## src/rtl/dma_chan_pkg.sv

```systemverilog
package dma_chan_pkg;

    typedef enum logic [2:0] {
        ST_IDLE,
        ST_CHECK,
        ST_ACQUIRE,
        ST_RD,
        ST_WR,
        ST_YIELD
    } chan_state_e;

    localparam logic [1:0] SZ_32  = 2'b00;
    localparam logic [1:0] SZ_8   = 2'b01;
    localparam logic [1:0] SZ_16  = 2'b10;

    localparam logic [2:0] IDX_SRC  = 3'd0;
    localparam logic [2:0] IDX_DST  = 3'd1;
    localparam logic [2:0] IDX_CNT  = 3'd2;
    localparam logic [2:0] IDX_CTRL = 3'd3;
    localparam logic [2:0] IDX_STAT = 3'd4;

    // bytes per operand for a width code; 0 marks the reserved code
    function automatic logic [2:0] size_bytes(input logic [1:0] enc);
        logic [2:0] r;
        unique case (enc)
            SZ_32:   r = 3'd4;
            SZ_8:    r = 3'd1;
            SZ_16:   r = 3'd2;
            default: r = 3'd0;
        endcase
        return r;
    endfunction

endpackage

```

## src/rtl/dma_cfg_check.sv

```systemverilog
module dma_cfg_check
    import dma_chan_pkg::*;
#(
    parameter int ADDR_W = 32,
    parameter int CNT_W  = 24
) (
    input  logic [1:0]        ssize,
    input  logic [1:0]        dsize,
    input  logic [ADDR_W-1:0] src_addr,
    input  logic [ADDR_W-1:0] dst_addr,
    input  logic [CNT_W-1:0]  count,
    output logic              cfg_bad
);

    logic [2:0] sb, db, unit;
    logic [2:0] s_mask, d_mask, u_mask;
    logic       bad_code, bad_src, bad_dst, bad_cnt;

    always_comb begin
        sb       = size_bytes(ssize);
        db       = size_bytes(dsize);
        unit     = (sb > db) ? sb : db;
        s_mask   = sb - 3'd1;
        d_mask   = db - 3'd1;
        u_mask   = unit - 3'd1;
        bad_code = (sb == 3'd0) || (db == 3'd0);
        bad_src  = (src_addr[2:0] & s_mask) != 3'd0;
        bad_dst  = (dst_addr[2:0] & d_mask) != 3'd0;
        bad_cnt  = (count == '0) || ((count[2:0] & u_mask) != 3'd0);
        cfg_bad  = bad_code || bad_src || bad_dst || bad_cnt;
    end

endmodule

```

## src/rtl/dma_xfer_fsm.sv

```systemverilog
module dma_xfer_fsm
    import dma_chan_pkg::*;
#(
    parameter int CNT_W = 24,
    parameter int BWC_W = 3
) (
    input  logic             clk,
    input  logic             rst_n,
    input  logic             start_req,
    input  logic             cfg_bad,
    input  logic [1:0]       ssize,
    input  logic [1:0]       dsize,
    input  logic [BWC_W-1:0] bwc,
    input  logic [CNT_W-1:0] count,
    input  logic             bus_gnt,
    input  logic             bus_ack,
    input  logic             bus_err,
    input  logic [31:0]      bus_rdata,
    output logic             bus_req,
    output logic             bus_cyc,
    output logic             bus_wr,
    output logic [1:0]       bus_size,
    output logic [31:0]      bus_wdata,
    output logic             src_adv,
    output logic             dst_adv,
    output logic             cnt_dec,
    output logic             ev_accept,
    output logic             ev_ce,
    output logic             ev_done,
    output logic             ev_bes,
    output logic             go_clr,
    output logic             busy
);

    localparam int BND_BASE = 8;
    localparam int SH_W     = BWC_W + 2;

    chan_state_e state_q, state_d;
    logic [2:0]  rd_off_q, wr_off_q;
    logic [31:0] hold_q, hold_d, lane, wshift;
    logic [2:0]  sb, db, unit;
    logic        rd_last, wr_last, rd_ok, wr_ok, at_bnd, cnt_zero;
    logic [CNT_W-1:0] cnt_after, bnd_mask;
    logic [SH_W-1:0]  bnd_sh;

    always_comb begin
        sb        = size_bytes(ssize);
        db        = size_bytes(dsize);
        unit      = (sb > db) ? sb : db;
        rd_last   = (rd_off_q + sb) == unit;
        wr_last   = (wr_off_q + db) == unit;
        rd_ok     = (state_q == ST_RD) && bus_ack && !bus_err;
        wr_ok     = (state_q == ST_WR) && bus_ack && !bus_err;
        cnt_after = count - CNT_W'(db);
        cnt_zero  = (cnt_after == '0);
        bnd_sh    = SH_W'(bwc) + SH_W'(BND_BASE);
        bnd_mask  = (CNT_W'(1) << bnd_sh) - CNT_W'(1);
        at_bnd    = (bwc != '0) && ((cnt_after & bnd_mask) == '0);
    end

    // state register
    always_ff @(posedge clk or negedge rst_n) begin
        if (!rst_n) state_q <= ST_IDLE;
        else        state_q <= state_d;
    end

    // next state
    always_comb begin
        state_d = state_q;
        unique case (state_q)
            ST_IDLE:    if (start_req) state_d = ST_CHECK;
            ST_CHECK:   state_d = cfg_bad ? ST_IDLE : ST_ACQUIRE;
            ST_ACQUIRE: if (bus_gnt) state_d = ST_RD;
            ST_RD: begin
                if (bus_err)                 state_d = ST_IDLE;
                else if (bus_ack && rd_last) state_d = ST_WR;
            end
            ST_WR: begin
                if (bus_err) state_d = ST_IDLE;
                else if (bus_ack && wr_last) begin
                    if (cnt_zero)    state_d = ST_IDLE;
                    else if (at_bnd) state_d = ST_YIELD;
                    else             state_d = ST_RD;
                end
            end
            ST_YIELD:   state_d = ST_ACQUIRE;
            default:    state_d = ST_IDLE;
        endcase
    end

    // outputs
    always_comb begin
        bus_req   = 1'b0;
        bus_cyc   = 1'b0;
        bus_wr    = 1'b0;
        bus_size  = ssize;
        ev_accept = 1'b0;
        ev_ce     = 1'b0;
        ev_bes    = 1'b0;
        go_clr    = 1'b0;
        unique case (state_q)
            ST_IDLE:    ;
            ST_CHECK: begin
                ev_accept = !cfg_bad;
                ev_ce     = cfg_bad;
                go_clr    = cfg_bad;
            end
            ST_ACQUIRE: begin
                bus_req = 1'b1;
                go_clr  = bus_gnt;
            end
            ST_RD: begin
                bus_req = 1'b1;
                bus_cyc = 1'b1;
                ev_bes  = bus_err;
            end
            ST_WR: begin
                bus_req  = 1'b1;
                bus_cyc  = 1'b1;
                bus_wr   = 1'b1;
                bus_size = dsize;
                ev_bes   = bus_err;
            end
            ST_YIELD:   ;
            default:    ;
        endcase
        src_adv = rd_ok;
        dst_adv = wr_ok;
        cnt_dec = wr_ok;
        ev_done = ev_bes || (wr_ok && wr_last && cnt_zero);
        busy    = (state_q != ST_IDLE);
    end

    // byte-lane packing of read data into the holding register
    always_comb begin
        hold_d = hold_q;
        lane   = '0;
        for (int b = 0; b < 4; b++) begin
            if ((3'(b) >= rd_off_q) && (3'(b) < (rd_off_q + sb))) begin
                lane = bus_rdata >> (8 * (3'(b) - rd_off_q));
                hold_d[8*b +: 8] = lane[7:0];
            end
        end
    end

    // unpacking of the holding register for writes
    always_comb begin
        wshift = hold_q >> {wr_off_q, 3'b000};
        unique case (db)
            3'd1:    bus_wdata = {24'd0, wshift[7:0]};
            3'd2:    bus_wdata = {16'd0, wshift[15:0]};
            default: bus_wdata = wshift;
        endcase
    end

    always_ff @(posedge clk or negedge rst_n) begin
        if (!rst_n) begin
            rd_off_q <= '0;
            wr_off_q <= '0;
            hold_q   <= '0;
        end else begin
            if (state_q == ST_IDLE) begin
                rd_off_q <= '0;
                wr_off_q <= '0;
            end
            if (rd_ok) begin
                hold_q   <= hold_d;
                rd_off_q <= rd_last ? 3'd0 : (rd_off_q + sb);
            end
            if (wr_ok) begin
                wr_off_q <= wr_last ? 3'd0 : (wr_off_q + db);
            end
        end
    end


    err_stops_chk: assert property (@(posedge clk) disable iff (!rst_n)
        (bus_cyc && bus_err) |=> !bus_cyc);


    yield_one_chk: assert property (@(posedge clk) disable iff (!rst_n)
        (state_q == ST_YIELD) |=> (bus_req && (state_q == ST_ACQUIRE)));


    cyc_owned_chk: assert property (@(posedge clk) disable iff (!rst_n)
        bus_cyc |-> bus_req);


    cyc_hold_chk: assert property (@(posedge clk) disable iff (!rst_n)
        (bus_cyc && !bus_ack && !bus_err) |=>
            (bus_cyc && $stable(bus_wr) && $stable(bus_size)));

endmodule

```

## src/rtl/dma_chan_regs.sv

```systemverilog
module dma_chan_regs
    import dma_chan_pkg::*;
#(
    parameter int ADDR_W = 32,
    parameter int CNT_W  = 24,
    parameter int BWC_W  = 3
) (
    input  logic              clk,
    input  logic              rst_n,
    input  logic              reg_we,
    input  logic [2:0]        reg_addr,
    input  logic [31:0]       reg_wdata,
    output logic [31:0]       reg_rdata,
    input  logic              busy,
    input  logic              src_adv,
    input  logic              dst_adv,
    input  logic              cnt_dec,
    input  logic              ev_accept,
    input  logic              ev_ce,
    input  logic              ev_done,
    input  logic              ev_bes,
    input  logic              go_clr,
    output logic [ADDR_W-1:0] src_addr,
    output logic [ADDR_W-1:0] dst_addr,
    output logic [CNT_W-1:0]  count,
    output logic              go,
    output logic              ext_en,
    output logic [1:0]        ssize,
    output logic [1:0]        dsize,
    output logic [BWC_W-1:0]  bwc,
    output logic              irq
);

    localparam int BWC_LSB = 8;

    logic sinc_q, dinc_q, ie_q;
    logic done_q, req_q, bes_q, ce_q;
    logic wr_ok;
    logic [2:0] sb, db;

    always_comb begin
        wr_ok = reg_we && !busy;
        sb    = size_bytes(ssize);
        db    = size_bytes(dsize);
    end

    always_ff @(posedge clk or negedge rst_n) begin
        if (!rst_n) begin
            src_addr <= '0;
            dst_addr <= '0;
            count    <= '0;
            go       <= 1'b0;
            ext_en   <= 1'b0;
            sinc_q   <= 1'b0;
            dinc_q   <= 1'b0;
            ssize    <= '0;
            dsize    <= '0;
            bwc      <= '0;
            ie_q     <= 1'b0;
            done_q   <= 1'b0;
            req_q    <= 1'b0;
            bes_q    <= 1'b0;
            ce_q     <= 1'b0;
        end else begin
            if (wr_ok && reg_addr == IDX_SRC)    src_addr <= reg_wdata[ADDR_W-1:0];
            else if (src_adv && sinc_q)          src_addr <= src_addr + ADDR_W'(sb);

            if (wr_ok && reg_addr == IDX_DST)    dst_addr <= reg_wdata[ADDR_W-1:0];
            else if (dst_adv && dinc_q)          dst_addr <= dst_addr + ADDR_W'(db);

            if (wr_ok && reg_addr == IDX_CNT)    count <= reg_wdata[CNT_W-1:0];
            else if (cnt_dec)                    count <= count - CNT_W'(db);

            if (wr_ok && reg_addr == IDX_CTRL) begin
                go     <= reg_wdata[0];
                ext_en <= reg_wdata[1];
                sinc_q <= reg_wdata[2];
                dinc_q <= reg_wdata[3];
                ssize  <= reg_wdata[5:4];
                dsize  <= reg_wdata[7:6];
                bwc    <= reg_wdata[BWC_LSB +: BWC_W];
                ie_q   <= reg_wdata[11];
            end else if (go_clr) begin
                go <= 1'b0;
            end

            if (wr_ok && reg_addr == IDX_STAT && reg_wdata[0]) begin
                done_q <= 1'b0;
                req_q  <= 1'b0;
                bes_q  <= 1'b0;
                ce_q   <= 1'b0;
            end else begin
                if (ev_done)   done_q <= 1'b1;
                if (ev_accept) req_q  <= 1'b1;
                if (ev_bes)    bes_q  <= 1'b1;
                if (ev_ce)     ce_q   <= 1'b1;
            end
        end
    end

    always_comb begin
        irq = ie_q && (done_q || bes_q || ce_q);
        unique case (reg_addr)
            IDX_SRC:  reg_rdata = 32'(src_addr);
            IDX_DST:  reg_rdata = 32'(dst_addr);
            IDX_CNT:  reg_rdata = 32'(count);
            IDX_CTRL: reg_rdata = 32'({ie_q, bwc, dsize, ssize, dinc_q, sinc_q, ext_en, go});
            IDX_STAT: reg_rdata = {27'd0, ce_q, bes_q, req_q, busy, done_q};
            default:  reg_rdata = '0;
        endcase
    end


    no_underflow_chk: assert property (@(posedge clk) disable iff (!rst_n)
        cnt_dec |-> (count >= CNT_W'(db)));

endmodule

```

## src/rtl/dma_chan_engine.sv

```systemverilog
module dma_chan_engine
    import dma_chan_pkg::*;
#(
    parameter int ADDR_W = 32,
    parameter int CNT_W  = 24,
    parameter int BWC_W  = 3
) (
    input  logic              clk,
    input  logic              rst_n,
    input  logic              reg_we,
    input  logic [2:0]        reg_addr,
    input  logic [31:0]       reg_wdata,
    output logic [31:0]       reg_rdata,
    input  logic              dreq,
    output logic              bus_req,
    input  logic              bus_gnt,
    output logic              bus_cyc,
    output logic              bus_wr,
    output logic [ADDR_W-1:0] bus_addr,
    output logic [1:0]        bus_size,
    output logic [31:0]       bus_wdata,
    input  logic [31:0]       bus_rdata,
    input  logic              bus_ack,
    input  logic              bus_err,
    output logic              irq
);

    logic [ADDR_W-1:0] src_addr, dst_addr;
    logic [CNT_W-1:0]  count;
    logic              go, ext_en, busy, cfg_bad, start_req;
    logic [1:0]        ssize, dsize;
    logic [BWC_W-1:0]  bwc;
    logic src_adv, dst_adv, cnt_dec, ev_accept, ev_ce, ev_done, ev_bes, go_clr;

    assign start_req = go || (ext_en && dreq);
    assign bus_addr  = bus_wr ? dst_addr : src_addr;

    dma_chan_regs #(.ADDR_W(ADDR_W), .CNT_W(CNT_W), .BWC_W(BWC_W)) u_regs (
        .clk(clk), .rst_n(rst_n),
        .reg_we(reg_we), .reg_addr(reg_addr), .reg_wdata(reg_wdata), .reg_rdata(reg_rdata),
        .busy(busy), .src_adv(src_adv), .dst_adv(dst_adv), .cnt_dec(cnt_dec),
        .ev_accept(ev_accept), .ev_ce(ev_ce), .ev_done(ev_done), .ev_bes(ev_bes),
        .go_clr(go_clr),
        .src_addr(src_addr), .dst_addr(dst_addr), .count(count),
        .go(go), .ext_en(ext_en), .ssize(ssize), .dsize(dsize), .bwc(bwc), .irq(irq)
    );

    dma_cfg_check #(.ADDR_W(ADDR_W), .CNT_W(CNT_W)) u_check (
        .ssize(ssize), .dsize(dsize), .src_addr(src_addr), .dst_addr(dst_addr),
        .count(count), .cfg_bad(cfg_bad)
    );

    dma_xfer_fsm #(.CNT_W(CNT_W), .BWC_W(BWC_W)) u_fsm (
        .clk(clk), .rst_n(rst_n), .start_req(start_req), .cfg_bad(cfg_bad),
        .ssize(ssize), .dsize(dsize), .bwc(bwc), .count(count),
        .bus_gnt(bus_gnt), .bus_ack(bus_ack), .bus_err(bus_err), .bus_rdata(bus_rdata),
        .bus_req(bus_req), .bus_cyc(bus_cyc), .bus_wr(bus_wr), .bus_size(bus_size),
        .bus_wdata(bus_wdata),
        .src_adv(src_adv), .dst_adv(dst_adv), .cnt_dec(cnt_dec),
        .ev_accept(ev_accept), .ev_ce(ev_ce), .ev_done(ev_done), .ev_bes(ev_bes),
        .go_clr(go_clr), .busy(busy)
    );


    addr_hold_chk: assert property (@(posedge clk) disable iff (!rst_n)
        (bus_cyc && !bus_ack && !bus_err) |=> $stable(bus_addr));


    ce_quiet_chk: assert property (@(posedge clk) disable iff (!rst_n)
        ev_ce |=> (!bus_req && !busy));

endmodule

```

## config.mk

```make
export PLATFORM = sky130hd
export DESIGN_NAME = dma_chan_engine
export DESIGN_NICKNAME = d
export VERILOG_FILES = /design/src/rtl/dma_chan_pkg.sv /design/src/rtl/dma_cfg_check.sv /design/src/rtl/dma_xfer_fsm.sv /design/src/rtl/dma_chan_regs.sv /design/src/rtl/dma_chan_engine.sv
export SDC_FILE = /design/constraint.sdc
export NUM_CORES = 1
export LEC_CHECK = 0
export ABC_CLOCK_PERIOD_IN_PS = 8500
export BUFFER_PORTS_ARGS = -buffer_cell sky130_fd_sc_hd__buf_2
export CAP_MARGIN = 20
export CORE_AREA = 3 3 179 129
export DETAILED_ROUTE_END_ITERATION = 7
export DIE_AREA = 0 0 182 132
export GPL_TIMING_DRIVEN = 0
export PLACE_DENSITY = 0.77
export SLEW_MARGIN = 10
export SYNTH_ARGS = -nofsm -noshare
export SYNTH_HDL_FRONTEND = slang
export SYNTH_HIERARCHICAL = 1
export SYNTH_SLANG_ARGS = --single-unit
```

## constraint.sdc

```tcl
create_clock -name clk -period 8.5 [get_ports clk]
set_input_delay 0.425 -clock clk [delete_from_list [all_inputs] [get_ports clk]]
set_output_delay 0.425 -clock clk [all_outputs]
set_load 0.05 [all_outputs]
```

==> impl_metrics.ini <==
[sta]
setup_viol = 0
worst_pin_slew_ps = 1060
fin_crit_sh = 0.449
fmax_mhz = 262
finalMaxSlewViolations = 0
finClkSkew_ps = 23.4
setup_tns_ps = 0
fin_ws_ps = 4680
min_period_ps = 3820
relSlewSlack = 0.293
grt_setup_unrepaired = false
finalHoldViolCount = 0

[power_and_ir_drop]
switching_share = 0.510
vdd_drop_max_mv = 0.184
p_clk_frac = 0.158
seqPwrFrac = 0.296
p_per_area_nw_per_um2 = 376
p_leak_nw = 5.81
pwr-share-comb = 0.546
power.switching_w = 0.00262
p_int_w = 0.00252

[die]
chipWidth_um = 182
num_io_pins = 176
die-area_um2 = 24000
rows = 45
coreArea_um2 = 21500
die_y_um = 132
start_util = 0.547

[worst_setup_path]
crit_path_frequent_cell = ha_1
critPathMaxFanout = 13
worst_ep_arrival_time_ps = 4190
end_kind = flop
crit_slowest_cell = dfrtp_1
critPathKind = flop to flop
start_kind = flop
crit_family = compound AO/OA/AOI/OAI gates
path_cells = inv_1 -> ha_1 -> ha_1 -> a21oi_1 -> o21ai_2 -> nand2_2 -> mux2i_1 -> ha_1 -> o22ai_1 -> a2111oi_0 -> o211ai_1 -> a211o_1 -> nor4b_1 -> o21a_1
path_buf_inv = 1
slowest_delay_ps = 640
required_ps = 8870

[cts]
cts_buffers = 17
cts_setup_buffers = 0
cts_resized = 0
htree_num_levels = 4
clock-sinks = 145
cts_tree = done
cts_root_buf = clkbuf_16
hold_buffers = 0
cts_buffer_depth = 2
clk_pin_slew_ps = 60
insertion_delay_ps = 430

[final_layout]
nFillCells = 1781
nNetsFinal = 1626
design_area_um2 = 13700
antenna_cells = 0
final-instance-count-excl-fill = 1797
syn_to_final_growth_pct = 16.1
drive_above_1_share = 0.219
finish.utilization = 0.635

[synth]
syn-cell-area_um2 = 11800
synth_top_cell_by_area = dfrtp_1
synthFlopType = dfrtp_1
syn_avg_cell_area_um2 = 8.99
synth_edf_count = 0
synthTopCellsByArea = dfrtp_1, nand2_1, xor2_1, ha_1, mux4_2
yosysSeqAreaShare = 0.308
ys_types = 82
synth_cells = 1309
async_flop_share = 1.00
yosys_warnings = 6
synth_top_area_frac = 0.308
synth-seq-cells = 145
syn_nets = 1432

[global_routing]
grt_start_max_net_pins = 89
first_global_vias = 10562
gr-usage-all-layers = 0.306
grt_first_pass_wirelength_um = 58800
overflow = 0
antenna_found_initial = 0

[status]
outcome = finished, final reports clean

[drt]
vias = 11265
ant_nets = 0
dr.pass1.iters = 6
drc = 0
drt_wl_total_um = 37600
viasPerCell = 6.27
wl_per_cell_um = 20.9
drt_iter0_drc = 1616

[placed_design]
gp_congestion = 0.959
placed_cell_area_um2 = 13000
port_buffers = 173
dp_hpwl_um = 28500
dpl.cell_count = 1766
post-place-ws_ps = 4800

[worst_hold_path]
min_path_type = input port to asynchronous set/reset pin

[flow_run]
cap_viol_max_count = 0
## worst reg2reg max path: stages, from the launching register on
cell and delay [ps]:
dfrtp_1 640, inv_1 170, ha_1 260, ha_1 350, a21oi_1 230, o21ai_2 120, nand2_2 130, mux2i_1 260
ha_1 180, o22ai_1 70, a2111oi_0 400, o211ai_1 170, a211o_1 320, nor4b_1 310, o21a_1 150
## through the flow
step                      total power [W]  hold WS [ps]
after detailed placement          0.00425           470
after global placement            0.00418           467
after floorplan                   0.00351           129
after global routing              0.00544          64.0
after CTS                         0.00509          35.9
final                             0.00514          15.8
## kinds of logic (layout without fill, tap and decap cells)
kind of cell | Yosys count | in the layout | share of synthesized area
and+or+nand+nor | 506 | 506 | 0.221
adders and majority gates | 49 | 49 | 0.0553
xor gates and xnor gates | 95 | 95 | 0.0707
muxes | 143 | 143 | 0.165
buffers and inverters | 116 | 322 | 0.0434
AOI/OAI and AO/OA | 255 | 255 | 0.136
DFF | 145 | 145 | 0.308
## cell usage in the layout (no fill, tap or decap), types with 44 or more instances in the layout
master and n:
buf_2 179, nand2_1 163, dfrtp_1 145, nor2_1 97, o21ai_0 97, xor2_1 64, clkbuf_1 61, a21oi_1 53
mux2i_1 53, ha_1 44
## power groups by stage
stage | clock (W) | combinational, W | sequential (W)
5_1_grt | 0.000853 | 0.00302 | 0.00157
3_3_place_gp | 0 | 0.00268 | 0.00149
2_1_floorplan | 0 | 0.00220 | 0.00131
4_1_cts | 0.000821 | 0.00277 | 0.00150
3_5_place_dp | 0 | 0.00275 | 0.00151
6_report | 0.000813 | 0.00280 | 0.00152
## cell type report
cell class,count,area [um2],area share
Tap cell,282,353,0.0258
Sequential cell,145,3630,0.266
Buffer,75,357,0.0261
Inverter,41,154,0.0113
Timing Repair Buffer,175,908,0.0665
Clock buffer,23,478,0.0350
Clock inverter,8,151,0.0111
Multi-Input combinational cell,1048,7630,0.558
## routing by layer
metal  track usage  share of wire
met1         0.467           0.45
met2         0.440           0.43
met3        0.0758           0.12
met4        0.0634          0.012
met5             0              0
## path summary, 6_finish.rpt
path | cells past startpoint | startpoint | end | slack (ps)
min | 1 | rst_n | u_regs/src_addr[10]$_DFFE_PN0P_ | 20
max reg2reg | 14 | u_regs/ssize[1]$_DFFE_PN0P_ | u_regs/req_q$_DFFE_PN0P_ | 4680
min in group clk | 3 | reg_wdata[25] | u_regs/src_addr[25]$_DFFE_PN0P_ | 230
min reg2reg | 2 | u_fsm/hold_q[7]$_DFFE_PN0P_ | u_fsm/hold_q[7]$_DFFE_PN0P_ | 480
max in group asynchronous | 2 | rst_n | u_fsm/hold_q[21]$_DFFE_PN0P_ | 7730
max | 14 | u_regs/ssize[1]$_DFFE_PN0P_ | u_regs/req_q$_DFFE_PN0P_ | 4680
## registers in the layout (all words and copies together) (netlist names), 2 cells and up
name / count
u_fsm/hold_q: 32
u_fsm/rd_off_q: 3
u_fsm/state_q: 3
u_fsm/wr_off_q: 3
u_regs/bwc: 3
u_regs/count: 24
u_regs/dsize: 2
u_regs/dst_addr: 32
u_regs/src_addr: 32
u_regs/ssize: 2
## synthesized netlist by cell type, types with 3 or more instances
cell        n
nand2_1   163
xor2_1     64
nand3_1    40
o21a_1      5
a21oi_1    53
nand2_2     3
or4_1       7
or2_2       3
and4_1      9
o211ai_1    7
nor4b_1     4
buf_1       5
o21ai_0    97
mux2_4     30
nor2b_1    30
buf_2       6
nand4b_1    3
nand4_1    27
o31a_1      3
and2_1     16
a22oi_1    11
o21ai_1     3
o31ai_1    18
buf_12      3
fa_1        5
mux4_2     24
inv_1      41
o22ai_1     7
ha_1       44
nor3b_1     3
nor2_1     97
mux2_2     35
a211oi_1   19
xnor2_1    31
nand2b_1   21
and3_1     12
dfrtp_1   145
nor4_1     14
mux2i_1    53
or3_1       4
clkbuf_1   58
a211o_1     4
nand3b_1    9
a22o_1      5
nor3_1     20
Power figures use the tool's default switching activity.
